**config.mk**
```make
export PLATFORM = sky130hd
export DESIGN_NAME = predwe_gen
export DESIGN_NICKNAME = d
export VERILOG_FILES = /design/src/rtl/pwe_pkg.sv /design/src/rtl/pwe_lane_map.sv /design/src/rtl/pwe_data_mask.sv /design/src/rtl/pwe_strobe.sv /design/src/rtl/predwe_gen.sv
export SDC_FILE = /design/constraint.sdc
export NUM_CORES = 1
export LEC_CHECK = 0
export ABC_AREA = 0
export BUFFER_PORTS_ARGS = -buffer_cell sky130_fd_sc_hd__buf_2
export CORE_ASPECT_RATIO = 1.1
export CORE_UTILIZATION = 25
export DETAILED_ROUTE_END_ITERATION = 16
export PLACE_DENSITY = 0.69
export RECOVER_POWER = 50
export SLEW_MARGIN = 40
export SYNTH_ARGS = -nofsm -noshare
export SYNTH_HDL_FRONTEND = slang
export SYNTH_SLANG_ARGS = --single-unit
```
**constraint.sdc**
```tcl
create_clock -name vclk -period 0.8
set_input_delay 0.04 -clock vclk [all_inputs]
set_output_delay 0.04 -clock vclk [all_outputs]
set_load 0.02 [all_outputs]
```
**src/rtl/pwe_pkg.sv**
```systemverilog
package pwe_pkg;
  localparam int EW_W = 2;

  typedef enum logic [EW_W-1:0] {
    EW_8  = 2'd0,
    EW_16 = 2'd1,
    EW_32 = 2'd2,
    EW_64 = 2'd3
  } elem_width_e;

  localparam int NUM_EW = 4;
endpackage

```
**src/rtl/pwe_lane_map.sv**
```systemverilog
// Expands a lane predicate into one select bit per byte for the chosen width.
module pwe_lane_map
  import pwe_pkg::*;
#(
  parameter int NBYTES = 8
) (
  input  logic [NBYTES-1:0] pred_i,
  input  elem_width_e       ew_i,
  output logic [NBYTES-1:0] byte_sel_o
);
  for (genvar j = 0; j < NBYTES; j++) begin : g_byte
    logic [NUM_EW-1:0] cand;
    for (genvar k = 0; k < NUM_EW; k++) begin : g_w
      // byte j is owned by lane j >> k at width code k
      assign cand[k] = pred_i[j >> k];
    end
    always_comb begin
      unique case (ew_i)
        EW_8:    byte_sel_o[j] = cand[0];
        EW_16:   byte_sel_o[j] = cand[1];
        EW_32:   byte_sel_o[j] = cand[2];
        default: byte_sel_o[j] = cand[3];
      endcase
    end
  end
endmodule

```
**src/rtl/pwe_data_mask.sv**
```systemverilog
// Zeroing mode clears bytes of masked lanes; merge mode passes the data.
module pwe_data_mask #(
  parameter int NBYTES = 8,
  parameter int BYTE_W = 8,
  localparam int DW = NBYTES * BYTE_W
) (
  input  logic              zero_mode_i,
  input  logic [NBYTES-1:0] byte_sel_i,
  input  logic [DW-1:0]     result_i,
  output logic [DW-1:0]     wdata_o
);
  for (genvar j = 0; j < NBYTES; j++) begin : g_byte
    logic keep;
    assign keep = ~zero_mode_i | byte_sel_i[j];
    assign wdata_o[j*BYTE_W +: BYTE_W] = keep ? result_i[j*BYTE_W +: BYTE_W] : '0;
  end
endmodule

```
**src/rtl/pwe_strobe.sv**
```systemverilog
// Byte strobes: all bytes in zeroing mode, selected bytes in merge mode.
module pwe_strobe #(
  parameter int NBYTES = 8
) (
  input  logic              wr_valid_i,
  input  logic              zero_mode_i,
  input  logic [NBYTES-1:0] byte_sel_i,
  output logic [NBYTES-1:0] bstrb_o
);
  logic [NBYTES-1:0] raw;
  assign raw     = zero_mode_i ? {NBYTES{1'b1}} : byte_sel_i;
  assign bstrb_o = wr_valid_i ? raw : '0;
endmodule

```
**src/rtl/predwe_gen.sv**
```systemverilog
module predwe_gen
  import pwe_pkg::*;
#(
  parameter int NBYTES = 8,
  parameter int BYTE_W = 8,
  localparam int DW = NBYTES * BYTE_W
) (
  input  logic              wr_valid_i,
  input  logic              zero_mode_i,
  input  logic [EW_W-1:0]   ew_i,
  input  logic [NBYTES-1:0] pred_i,
  input  logic [DW-1:0]     result_i,
  output logic [DW-1:0]     wdata_o,
  output logic [NBYTES-1:0] bstrb_o
);
  elem_width_e       ew;
  logic [NBYTES-1:0] byte_sel;

  assign ew = elem_width_e'(ew_i);

  pwe_lane_map #(.NBYTES(NBYTES)) u_map (
    .pred_i     (pred_i),
    .ew_i       (ew),
    .byte_sel_o (byte_sel)
  );

  pwe_data_mask #(.NBYTES(NBYTES), .BYTE_W(BYTE_W)) u_data (
    .zero_mode_i (zero_mode_i),
    .byte_sel_i  (byte_sel),
    .result_i    (result_i),
    .wdata_o     (wdata_o)
  );

  pwe_strobe #(.NBYTES(NBYTES)) u_strb (
    .wr_valid_i  (wr_valid_i),
    .zero_mode_i (zero_mode_i),
    .byte_sel_i  (byte_sel),
    .bstrb_o     (bstrb_o)
  );
endmodule

```
Yosys cells after proc, flatten, opt, wreduce, memory -nomap -nowiden
Index checks and enable logic that the tools add are counted.
{"block": "totals", "reg_bits": 0, "input_bits": 76, "output_inout_bits": 72, "wordCells": 29}
{"block": "op_classes", "eq_ne": 2, "n_mux": 17, "bitwise_logic": 9, "n_reduce_logical": 1}
{"op": "8-bit two-way mux", "count": 10}
{"op": "1-bit case mux with 3 select lines", "count": 4}
{"op": "1-bit OR", "count": 8}
{"op": "1-bit case mux with 2 select lines", "count": 2}
{"op": "2-bit by 1-bit equality test with 1-bit output (second input constant)", "count": 1}
{"op": "2-bit equality test (second input constant)", "count": 1}
{"op": "2-bit logical NOT", "count": 1}
{"op": "1-bit two-way mux", "count": 1}
{"op": "1-bit NOT", "count": 1}

Depth between registers and ports, before layout
{"block": "logic_depth", "ltp_word": 4, "mapped_depth": 5, "depth_no_buf": 2}

Hierarchy
Synthesis repeated with hierarchy kept, for this count alone.
{"block": "hier_totals", "cells_unflattened": 96, "hier_area_um2": 681.9}
{"module": "pwe_data_mask", "instances": 1, "cells_per_inst": 72, "area_each_um2": 451.7, "seq_area_each_um2": 0.0}
{"module": "pwe_lane_map", "instances": 1, "cells_per_inst": 14, "area_each_um2": 157.7, "seq_area_each_um2": 0.0}
{"module": "pwe_strobe", "instances": 1, "cells_per_inst": 10, "area_each_um2": 72.6, "seq_area_each_um2": 0.0}

Worst setup path after synthesis
No wires, ideal clock.
{"block": "synth_path", "path_kind": "input -> output", "start": "in ew_i[1]", "end": "out wdata_o[32]", "arrival_time_ns": 1.231, "required_ns": 0.760, "slack_ns": -0.471, "cell_stages": 5, "n_path_buf": 3, "path_cell_list": "buf_2 -> and2_1 -> clkbuf_1 -> buf_2 -> a221oi_1"}
{"block": "synth_via", "elab_chain_cells": 4, "elab_cells_between_ends": 6, "cone_classes": "eq/ne (2); mux (2); bitwise (1); reduce/logical (1)"}
{"element": "start, declared", "line": "predwe_gen.sv:10", "text": "input logic [EW_W-1:0] ew_i,"}
{"element": "2-bit equality test, or another cell as far along", "line": "pwe_lane_map.sv:18", "text": "unique case (ew_i)"}
{"element": "1-bit case mux with 3 select lines *", "line": "pwe_lane_map.sv:18"}
{"element": "1-bit OR *", "line": "pwe_data_mask.sv:14", "text": "assign keep = ~zero_mode_i | byte_sel_i[j];"}
{"element": "8-bit two-way mux *", "line": "pwe_data_mask.sv:15", "text": "assign wdata_o[j*BYTE_W +: BYTE_W] = keep ? result_i[j*BYTE_W +: BYTE_W] : '0;"}
{"element": "end, declared", "line": "predwe_gen.sv:13", "text": "output logic [DW-1:0] wdata_o,"}
Every way passes the cells marked *; elsewhere a longest branch is shown, timed or not.

Final worst setup path
{"block": "layout_path", "start": "in ew_i[0]", "end": "out wdata_o[57]"}
Same word-level chain as after synthesis.

==> flow_summary.json <==
{
  "outcome": "finished with violations",
  "failed_checks": "setup timing",
  "fin_area_sq_um": 3580,
  "fin_crit_ps": 1070,
  "clock_buffers": 0,
  "path_cells": "buf_12 -> buf_8 -> mux2i_4 -> buf_12 -> a221oi_2 -> buf_4",
  "p_leak_uw": 0.00175,
  "cp_top_family": "buffers and inverters",
  "synth_cell_types": 22,
  "io_pins": 148,
  "rsz0062_at_grt": "true",
  "hold_viol": 0,
  "path_max_fanout": 5,
  "worstHoldPathCells": 4,
  "portBuffers": 148,
  "max_freq_ghz": 0.932,
  "postPlaceCellArea_sq_um": 2740,
  "critPathKind": "input pin to primary output",
  "synthCells": 170,
  "grt_pass1_vias": 1960,
  "min_to": "wdata_o[63]",
  "worst_slack_ps": -273,
  "drv_cap": 0,
  "worstHoldStart": "result_i[63]",
  "synth_top_area_share_pct": 26.2,
  "critPathRequiredTime_ps": 760,
  "finalSetupViolCount": 64,
  "core_area_sq_um": 4380,
  "synth.largest_area_cell": "a221oi_1",
  "die_area_sq_um": 4950,
  "nNetsFinal": 431,
  "track_usage_pct": 23.3,
  "post-route-period-util_pct": 134,
  "drt_iter0_markers": 41,
  "critPathCaptureType": "primary output",
  "p_per_area_nw_per_um2": 734,
  "fin_util_pct": 81.8,
  "synth_most_common_cell": "inv_1",
  "nFlopsAndLatches": 0,
  "grt_max_degree": 18,
  "antenna_found_initial": 0,
  "dp_hpwl_um": 3940,
  "max-slew-margin-rel_pct": 66.3,
  "drt_pass1_iterations": 4,
  "via_per_inst": 5.07,
  "num_vias": 2065,
  "drtAntennaViolNets": 0,
  "cpPeakStageDelay_ps": 220,
  "synthesis.nets": 246,
  "dp.cells": 390,
  "tightest_slew_ps": 494,
  "vdd_ir_drop_max_v": 0.000463,
  "grt-ovfl-total": 0,
  "synth_common_cells": "58 x inv_1, 35 x a221oi_1, 11 x buf_2",
  "arrival_ps": 1030,
  "netlist_top_cells_area": "a221oi_1 26%, inv_1 19%, a311oi_2 13%",
  "cp_num_buf_inv": 4,
  "hp-class": "input pin to primary output",
  "synth-seq-area-share_pct": 0,
  "maxSlewViolCount": 0,
  "die_w_um": 67.2,
  "fillCellCount": 229,
  "syn_area_per_cell_sq_um": 6.87,
  "finalPower_uw": 2630,
  "wl_per_cell_um": 15.9,
  "area_growth_pct": 206,
  "antenna_cells": 0,
  "wl_um": 6460,
  "gp_congestion": 0.693,
  "drc": 0,
  "dieHeight_um": 73.7,
  "synth_warnings": 0,
  "crit_slowest_cell": "a221oi_2",
  "syn-cell-area_sq_um": 1170,
  "start_util_pct": 26.7,
  "grt_pass1_wl_um": 9210,
  "placementRows": 25,
  "instances_no_fill": 407,
  "cp_common_cell": "buf_12",
  "seq_area_sq_um": 0,
  "drive_above_1_share_pct": 79.3,
  "crit_path_start_kind": "input pin"
}
## worst max-delay path by stage
stage | start | endpoint | slack (ps) | depth (start not counted)
floorplan | ew_i[1] | wdata_o[40] | -330 | 5
global placement | ew_i[0] | bstrb_o[5] | -570 | 4
detailed placement | ew_i[0] | bstrb_o[5] | -620 | 4
CTS | ew_i[0] | bstrb_o[2] | -280 | 7
global route | ew_i[0] | wdata_o[57] | -300 | 6
finish | ew_i[0] | wdata_o[57] | -270 | 6
## metal layers
metal | track usage, % | part of all wire (%)
met3 | 3.11 | 6.1
met2 | 48.4 | 57
met5 | 0 | 0
met4 | 2.13 | 1.5
met1 | 24.5 | 35
## power breakdown
group | internal, uW | total (uW) | switching, uW
sequential | 0 | 0 | 0
combinational | 1330 | 2630 | 1300
clock | 0 | 0 | 0
total | 1330 | 2630 | 1300
## stage by stage
stage	setup slack (ps)	hold slack, ps	setup TNS, ps
after floorplan	-326	181	-16720
final	-273	401	-14740
after global placement	-574	397	-27820
after detailed placement	-622	400	-29430
after global routing	-303	409	-16660
after CTS	-280	400	-14680
## timing repair
action	CTS	global route
setup buffers	8	2
setup endpoints to repair	72	64
hold buffers	0	0
gates cloned	8	2
pin swaps	46	9
gates resized for setup	124	24
## logic make-up (layout without fill, tap and decap cells)
kind of cell,Yosys count,after routing,share of synthesized area [%]
mux,5,5,6.64
simple gates,20,22,10.6
compound gates,65,65,52.4
buf+inv,80,261,30.4
## worst min-delay path: cells and delay by family
family / cells / cell delay (ps)
AO/OA/AOI/OAI: 1 / 40
buffers and inverters: 3 / 280
## area by class of cell
class / count / area [sq um] / area share [%]
inverters: 58 / 218 / 6.08
multi-input cells: 92 / 1480 / 41.2
well taps: 54 / 67.6 / 1.89
repair buffers: 203 / 1820 / 50.8
## cells in the final DEF, fill, tap and decap left out, drive strengths merged
master	n
and3b	1
a21oi	1
nand2b	3
bufbuf	1
or3b	1
a31oi	9
nor2	3
buf	196
and2	10
a221oi	36
o21ai	1
clkbuf	6
nor3b	1
inv	58
a311oi	18
mux2i	5
nor2b	3
(Power assumes the default switching activity.)
